`src/rtl/dco_stg_pkg.sv`:
```
package dco_stg_pkg;

   typedef enum logic [1:0] {
      STG_IDLE = 2'd0,
      STG_UNI  = 2'd1,
      STG_ALL  = 2'd2
   } stg_state_e;

   typedef enum logic {
      DCO_CODE = 1'b0,
      DCO_CARR = 1'b1
   } dco_kind_e;

   localparam int unsigned HALF_BIT  = 0;
   localparam int unsigned KIND_BIT  = 1;
   localparam int unsigned BCAST_BIT = 2;
   localparam int unsigned CH_LSB    = 3;

   function automatic int unsigned ch_bits(input int unsigned n);
      return (n > 1) ? $clog2(n) : 1;
   endfunction

endpackage

```
`src/rtl/dco_stg_decode.sv`:
```
module dco_stg_decode
   import dco_stg_pkg::*;
#(
   parameter int unsigned NUM_CH   = 12,
   parameter bit          BCAST_EN = 1'b1,
   localparam int unsigned CH_W    = ch_bits(NUM_CH),
   localparam int unsigned ADDR_W  = CH_LSB + CH_W
)(
   input  logic              wr_en,
   input  logic [ADDR_W-1:0] wr_addr,
   output logic              dec_hi_uni,
   output logic              dec_hi_all,
   output logic              dec_lo,
   output logic              dec_bad,
   output logic [CH_W-1:0]   dec_ch,
   output dco_kind_e         dec_kind
);

   logic ch_ok;
   logic uni_sel;

   assign dec_ch   = wr_addr[CH_LSB +: CH_W];
   assign dec_kind = dco_kind_e'(wr_addr[KIND_BIT]);
   assign ch_ok    = ({1'b0, dec_ch} < (CH_W+1)'(NUM_CH));
   assign uni_sel  = wr_en & ~wr_addr[BCAST_BIT] & ch_ok;

   generate
      if (BCAST_EN) begin : g_bcast
         assign dec_hi_all = wr_en & wr_addr[BCAST_BIT] & ~wr_addr[HALF_BIT];
      end else begin : g_no_bcast
         assign dec_hi_all = 1'b0;
      end
   endgenerate

   assign dec_hi_uni = uni_sel & ~wr_addr[HALF_BIT];
   assign dec_lo     = uni_sel &  wr_addr[HALF_BIT];
   assign dec_bad    = wr_en & ~(dec_hi_uni | dec_hi_all | dec_lo);

endmodule

```
`src/rtl/dco_stg_stage.sv`:
```
module dco_stg_stage
   import dco_stg_pkg::*;
#(
   parameter int unsigned NUM_CH  = 12,
   parameter int unsigned HALF_W  = 16,
   localparam int unsigned CH_W   = ch_bits(NUM_CH),
   localparam int unsigned FULL_W = 2 * HALF_W
)(
   input  logic              clk,
   input  logic              rst_n,
   input  logic              dec_hi_uni,
   input  logic              dec_hi_all,
   input  logic              dec_lo,
   input  logic              dec_bad,
   input  logic [CH_W-1:0]   dec_ch,
   input  dco_kind_e         dec_kind,
   input  logic [HALF_W-1:0] wr_data,
   input  logic              xfer_stb,
   output logic              pend_vld,
   output logic [FULL_W-1:0] pend_data,
   output logic [CH_W-1:0]   pend_ch,
   output dco_kind_e         pend_kind,
   output logic              proto_err,
   output logic              overrun
);

   stg_state_e        state, state_nx;
   logic [HALF_W-1:0] hi_buf;
   logic [CH_W-1:0]   uni_ch;
   dco_kind_e         uni_kind;
   logic              any_wr;
   logic              match_lo;
   logic              complete;
   logic              err_nx;

   assign any_wr   = dec_hi_uni | dec_hi_all | dec_lo | dec_bad;
   assign match_lo = dec_lo && (dec_ch == uni_ch) && (dec_kind == uni_kind);
   assign complete = ((state == STG_UNI) && match_lo) ||
                     ((state == STG_ALL) && dec_lo);
   assign err_nx   = (state == STG_UNI) && any_wr && !match_lo;

   always_comb begin
      state_nx = state;
      if (any_wr) begin
         if (dec_hi_all)
            state_nx = STG_ALL;
         else if (dec_hi_uni)
            state_nx = STG_UNI;
         else if ((state == STG_ALL) && dec_lo)
            state_nx = STG_ALL;
         else
            state_nx = STG_IDLE;
      end
   end

   always_ff @(posedge clk or negedge rst_n) begin
      if (!rst_n) begin
         state    <= STG_IDLE;
         hi_buf   <= '0;
         uni_ch   <= '0;
         uni_kind <= DCO_CODE;
      end else begin
         state <= state_nx;
         if (dec_hi_uni || dec_hi_all)
            hi_buf <= wr_data;
         if (dec_hi_uni) begin
            uni_ch   <= dec_ch;
            uni_kind <= dec_kind;
         end
      end
   end

   always_ff @(posedge clk or negedge rst_n) begin
      if (!rst_n) begin
         pend_vld  <= 1'b0;
         pend_data <= '0;
         pend_ch   <= '0;
         pend_kind <= DCO_CODE;
         proto_err <= 1'b0;
         overrun   <= 1'b0;
      end else begin
         proto_err <= err_nx;
         overrun   <= complete && pend_vld && !xfer_stb;
         if (complete) begin
            pend_vld  <= 1'b1;
            pend_data <= {hi_buf, wr_data};
            pend_ch   <= dec_ch;
            pend_kind <= dec_kind;
         end else if (xfer_stb) begin
            pend_vld  <= 1'b0;
         end
      end
   end


   stray_low_chk: assert property (@(posedge clk) disable iff (!rst_n)
      (state == STG_IDLE && dec_lo && !xfer_stb) |=> $stable(pend_vld) && $stable(pend_data));


   err_drop_chk: assert property (@(posedge clk) disable iff (!rst_n)
      (state == STG_UNI && dec_bad) |=> proto_err && state == STG_IDLE);


   all_sticky_chk: assert property (@(posedge clk) disable iff (!rst_n)
      (state == STG_ALL && dec_lo) |=> state == STG_ALL && pend_vld);


   overrun_pend_chk: assert property (@(posedge clk) disable iff (!rst_n)
      overrun |-> pend_vld);


   same_edge_chk: assert property (@(posedge clk) disable iff (!rst_n)
      (xfer_stb && pend_vld && complete) |=> pend_vld && !overrun);

endmodule

```
`src/rtl/dco_stg_bank.sv`:
```
module dco_stg_bank
   import dco_stg_pkg::*;
#(
   parameter int unsigned NUM_CH   = 12,
   parameter int unsigned HALF_W   = 16,
   parameter logic [2*HALF_W-1:0] RST_INCR = '0,
   localparam int unsigned CH_W    = ch_bits(NUM_CH),
   localparam int unsigned FULL_W  = 2 * HALF_W
)(
   input  logic                     clk,
   input  logic                     rst_n,
   input  logic                     commit,
   input  logic [FULL_W-1:0]        pend_data,
   input  logic [CH_W-1:0]          pend_ch,
   input  dco_kind_e                pend_kind,
   output logic [NUM_CH*FULL_W-1:0] code_incr,
   output logic [NUM_CH*FULL_W-1:0] carr_incr
);

   generate
      for (genvar c = 0; c < NUM_CH; c++) begin : g_ch
         logic hit;
         assign hit = commit && (pend_ch == CH_W'(c));

         always_ff @(posedge clk or negedge rst_n) begin
            if (!rst_n) begin
               code_incr[c*FULL_W +: FULL_W] <= RST_INCR;
               carr_incr[c*FULL_W +: FULL_W] <= RST_INCR;
            end else if (hit) begin
               if (pend_kind == DCO_CODE)
                  code_incr[c*FULL_W +: FULL_W] <= pend_data;
               else
                  carr_incr[c*FULL_W +: FULL_W] <= pend_data;
            end
         end
      end
   endgenerate

endmodule

```
`src/rtl/dco_incr_stager.sv`:
```
module dco_incr_stager
   import dco_stg_pkg::*;
#(
   parameter int unsigned NUM_CH   = 12,
   parameter int unsigned HALF_W   = 16,
   parameter bit          BCAST_EN = 1'b1,
   parameter logic [2*HALF_W-1:0] RST_INCR = '0,
   localparam int unsigned CH_W    = ch_bits(NUM_CH),
   localparam int unsigned ADDR_W  = CH_LSB + CH_W,
   localparam int unsigned FULL_W  = 2 * HALF_W
)(
   input  logic                     clk,
   input  logic                     rst_n,
   input  logic                     wr_en,
   input  logic [ADDR_W-1:0]        wr_addr,
   input  logic [HALF_W-1:0]        wr_data,
   input  logic                     xfer_stb,
   output logic                     proto_err,
   output logic                     overrun,
   output logic [NUM_CH*FULL_W-1:0] code_incr,
   output logic [NUM_CH*FULL_W-1:0] carr_incr
);

   generate
      if (NUM_CH < 1) begin : g_bad_ch
         $error("NUM_CH must be at least 1");
      end
      if (HALF_W < 1) begin : g_bad_w
         $error("HALF_W must be at least 1");
      end
   endgenerate

   logic              dec_hi_uni, dec_hi_all, dec_lo, dec_bad;
   logic [CH_W-1:0]   dec_ch;
   dco_kind_e         dec_kind;
   logic              pend_vld;
   logic [FULL_W-1:0] pend_data;
   logic [CH_W-1:0]   pend_ch;
   dco_kind_e         pend_kind;

   dco_stg_decode #(.NUM_CH(NUM_CH), .BCAST_EN(BCAST_EN)) u_dec (
      .wr_en      (wr_en),
      .wr_addr    (wr_addr),
      .dec_hi_uni (dec_hi_uni),
      .dec_hi_all (dec_hi_all),
      .dec_lo     (dec_lo),
      .dec_bad    (dec_bad),
      .dec_ch     (dec_ch),
      .dec_kind   (dec_kind)
   );

   dco_stg_stage #(.NUM_CH(NUM_CH), .HALF_W(HALF_W)) u_stage (
      .clk        (clk),
      .rst_n      (rst_n),
      .dec_hi_uni (dec_hi_uni),
      .dec_hi_all (dec_hi_all),
      .dec_lo     (dec_lo),
      .dec_bad    (dec_bad),
      .dec_ch     (dec_ch),
      .dec_kind   (dec_kind),
      .wr_data    (wr_data),
      .xfer_stb   (xfer_stb),
      .pend_vld   (pend_vld),
      .pend_data  (pend_data),
      .pend_ch    (pend_ch),
      .pend_kind  (pend_kind),
      .proto_err  (proto_err),
      .overrun    (overrun)
   );

   dco_stg_bank #(.NUM_CH(NUM_CH), .HALF_W(HALF_W), .RST_INCR(RST_INCR)) u_bank (
      .clk        (clk),
      .rst_n      (rst_n),
      .commit     (xfer_stb & pend_vld),
      .pend_data  (pend_data),
      .pend_ch    (pend_ch),
      .pend_kind  (pend_kind),
      .code_incr  (code_incr),
      .carr_incr  (carr_incr)
   );


   dest_hold_chk: assert property (@(posedge clk) disable iff (!rst_n)
      !xfer_stb |=> $stable(code_incr) && $stable(carr_incr));


   reset_pulse_chk: assert property (@(posedge clk) disable iff (!rst_n)
      $rose(rst_n) |-> !proto_err && !overrun);

endmodule

```
`config.mk`:
```
export PLATFORM = sky130hd
export DESIGN_NAME = dco_incr_stager
export DESIGN_NICKNAME = d
export VERILOG_FILES = /design/src/rtl/dco_stg_pkg.sv /design/src/rtl/dco_stg_decode.sv /design/src/rtl/dco_stg_stage.sv /design/src/rtl/dco_stg_bank.sv /design/src/rtl/dco_incr_stager.sv
export SDC_FILE = /design/constraint.sdc
export NUM_CORES = 1
export LEC_CHECK = 0
export BUFFER_PORTS_ARGS = -buffer_cell sky130_fd_sc_hd__buf_2
export CAP_MARGIN = 20
export CORE_AREA = 2 2 312 314
export CTS_BUF_LIST = sky130_fd_sc_hd__clkbuf_8
export DETAILED_ROUTE_END_ITERATION = 7
export DIE_AREA = 0 0 314 316
export PLACE_DENSITY = 0.51
export REMOVE_ABC_BUFFERS = 1
export SYNTH_ARGS = -nofsm -noshare
export SYNTH_HDL_FRONTEND = slang
export SYNTH_SLANG_ARGS = --single-unit
```
`constraint.sdc`:
```
create_clock -name clk -period 3.35 [get_ports clk]
set_clock_uncertainty 0.1 [all_clocks]
set_input_delay 0.5025 -clock clk [delete_from_list [all_inputs] [get_ports clk]]
set_output_delay 0.5025 -clock clk [all_outputs]
set_load 0.01 [all_outputs]
```
==> flow_metrics.env <==
export IMPL_rsz0062_at_grt="no"
export IMPL_yosysTopAreaCellShare_pct=66.7
export IMPL_cts_buffers=149
export IMPL_die_h_um=316
export IMPL_vias=19700
export IMPL_setup_violations=0
export IMPL_dr_pass1_iters=4
export IMPL_synth_commonest_cells="831 x dfrtp_1, 813 x mux2_2, 77 x buf_2, 64 x clkbuf_1, 19 x nor2_1"
export IMPL_critPathKind="flop to flop"
export IMPL_drt_iter0_drc=839
export IMPL_routedWlPerCell_um=26.5
export IMPL_ant_nets=0
export IMPL_die_w_um=314
export IMPL_cts_sink_count=831
export IMPL_power_share_sequential_pct=51.9
export IMPL_finalCriticalPeriod_ns=2.55
export IMPL_path_max_fanout=19
export IMPL_ys_warnings_count=0
export IMPL_drive_above_1_share_pct=66.8
export IMPL_p_int_mw=16.0
export IMPL_critPathLaunchType="flop"
export IMPL_synth_compound_area_share_pct=0.177
export IMPL_synth_xor_area_share_pct=0.141
export IMPL_critical_path_arrival_ns=3.12
export IMPL_crit_path_end_kind="flop"
export IMPL_synthesis_area_um2=31200
export IMPL_clkPwrFrac_pct=41.4
export IMPL_seq_area_frac_synth_pct=66.7
export IMPL_route_detailed_drc=0
export IMPL_finalWirelength_um=110000
export IMPL_maxSlewHeadroom_pct=26.0
export IMPL_dpl_cell_area_um2=37100
export IMPL_insertion_delay_ns=0.81
export IMPL_synthTopCellsByArea="dfrtp_1 67%, mux2_2 29%, buf_2 1.2%, clkbuf_1 0.77%, mux2_4 0.39%"
export IMPL_synthCells=1864
export IMPL_synth_ff_type="dfrtp_1"
export IMPL_pwr_share_comb_pct=6.7
export IMPL_clk_pin_slew_ns=0.05
export IMPL_synth_avg_cell_area_um2=16.7
export IMPL_portBuffers=796
export IMPL_outcome="complete, no violations"
export IMPL_synth_edff_count=0
export IMPL_die_area_um2=99200
export IMPL_place_gp_congestion=0.783
export IMPL_start_util_pct=32.5
export IMPL_maxClockFrequency_ghz=0.393
export IMPL_cts_tree="built"
export IMPL_leakage_nw=22.8
export IMPL_hold_viol_final=0
export IMPL_grt_max_degree=113
export IMPL_grt_pass1_wl_um=154000
export IMPL_cp_required_ns=3.92
export IMPL_p_sw_mw=6.20
export IMPL_hp_class="input pin to async pin"
export IMPL_cap_violations=0
export IMPL_htreeDepth=4
export IMPL_muxShareOfSynthArea_pct=29.9
export IMPL_final_cell_area_um2=40300
export IMPL_synth_most_common_cell="dfrtp_1"
export IMPL_synthAdderAreaFrac_pct=0
export IMPL_worst_pin_slew_ns=1.11
export IMPL_clockBufferDepth=3
export IMPL_nets=2795
export IMPL_async_reset_ff_share_pct=100
export IMPL_hpwl_um=73700
export IMPL_yosysTopAreaCell="dfrtp_1"
export IMPL_antenna_found_initial=7
export IMPL_fp_coreArea_um2=96000
export IMPL_synth_top_family_by_area="multiplexers"
export IMPL_grt_total_usage_pct=21.9
export IMPL_grt_pass1_vias=20800
export IMPL_swShare_pct=27.9
export IMPL_synthSimpleGateAreaFrac_pct=0.911
export IMPL_synthToLayoutAreaGrowth_pct=29.2
export IMPL_cts_setup_buffers=0
export IMPL_slew_violations=0
export IMPL_post_synth_num_cell_types=33
export IMPL_via_per_inst=4.74
export IMPL_finalCritPeriodShare_pct=76.0
export IMPL_finalPower_mw=22.2
export IMPL_ys_seq_elements=831
export IMPL_powerDensity_nw_per_um2=551
export IMPL_ioPinCount=797
export IMPL_clockRootBuffer="clkbuf_8"
export IMPL_rows=114
export IMPL_gr_total_overflow=0
export IMPL_max_vdd_ir_drop_uv=310
## cell families after synthesis
family / Yosys count
buffers and inverters: 145
muxes: 826
and+or+nand+nor: 49
AOI/OAI and AO/OA: 8
DFF: 831
xor gates and xnor gates: 5
## worst paths after layout
path | endpoint | slack [ns] | from | depth (start not counted)
min in group clk | u_bank.code_incr[270] | 0.39 | u_bank.code_incr[270] | 1
setup reg to reg | u_bank.carr_incr[203] | 0.80 | u_stage.pend_ch[1] | 4
max in group asynchronous | u_bank.carr_incr[137] | 1.83 | rst_n | 3
setup / recovery | u_bank.carr_incr[203] | 0.80 | u_stage.pend_ch[1] | 4
hold / removal | u_bank.carr_incr[127] | 0.21 | rst_n | 2
hold reg to reg | u_bank.code_incr[270] | 0.39 | u_bank.code_incr[270] | 1
## flip-flops by register name, summed over array words and instances, names as in the netlist
register and cells:
u_stage.proto_err 1, u_stage.uni_ch 4, u_bank.carr_incr 384, u_stage.hi_buf 16, u_stage.pend_kind 1, u_stage.pend_ch 4
u_stage.pend_data 32, u_stage.pend_vld 1, u_bank.code_incr 384, u_stage.overrun 1, u_stage.uni_kind 1, u_stage.state 2
## metrics by stage
step	util [%]	hold slack [ns]	TNS [ns]	std cells	setup WS, ns
2_1_floorplan	-	0.107	-10.47	1721	-0.302
3_3_place_gp	38.6	0.368	0	3866	0.695
3_5_place_dp	38.6	0.374	0	3866	0.674
4_1_cts	41.9	0.0948	0	4144	0.759
5_1_grt	41.9	0.189	0	4148	0.637
6_report	42.0	0.207	0	4151	0.804
## layer usage
metal  share of wire [%]  GRT usage, %  vias to the layer above
met3                 6.7          6.62                      239
li1                    -             -                     8369
met5               0.035             0                        -
met2                  49          36.3                      697
met1                  40          26.1                    10400
met4                 4.2          10.1                        6
## power by group through the flow
| stage | clock [mW] | combinational, mW | sequential [mW] |
|---|---|---|---|
| final | 9.20 | 1.49 | 11.5 |
| after global routing | 9.98 | 1.61 | 11.6 |
| after CTS | 9.55 | 1.47 | 11.6 |
| after detailed placement | 0 | 1.44 | 11.7 |
| after global placement | 0 | 1.41 | 11.7 |
| after floorplan | 0 | 0.474 | 11.3 |
## critical path, stage by stage, from the launching register on
cell and delay, ns:
dfrtp_1 0.77, nand2b_1 0.46, nor2_4 0.21, buf_4 0.50
mux2_2 0.39
## cells in the final DEF (no fill, tap or decap), types with 4 or more instances in the layout
cell	instances
clkbuf_8	181
dfrtp_1	831
xor2_1	5
inv_8	4
clkinvlp_4	4
mux2_1	5
mux2_4	8
buf_4	53
mux2_2	813
dlygate4sd3_1	26
buf_12	20
inv_1	56
nand2_1	6
diode_2	6
nor2_1	4
nand2b_1	4
buf_2	795
nor2_4	15
clkinv_2	4
nor3_4	4
## repair_timing
action,CTS,global route
endpoints found under the hold margin,169,0
hold buffers,26,0
gates resized for setup,0,0
## layout make-up
class / count / area, µm²
Clock inverter: 71 / 378
Inverter: 2 / 7.51
Fill cell: 9038 / 55700
Sequential cell: 831 / 20800
Clock buffer: 181 / 2490
Antenna cell: 6 / 15.0
Tap cell: 1276 / 1600
Timing Repair Buffer: 896 / 5080
Multi-Input combinational cell: 888 / 9910
Note: power is estimated with default switching activity, not from simulation.
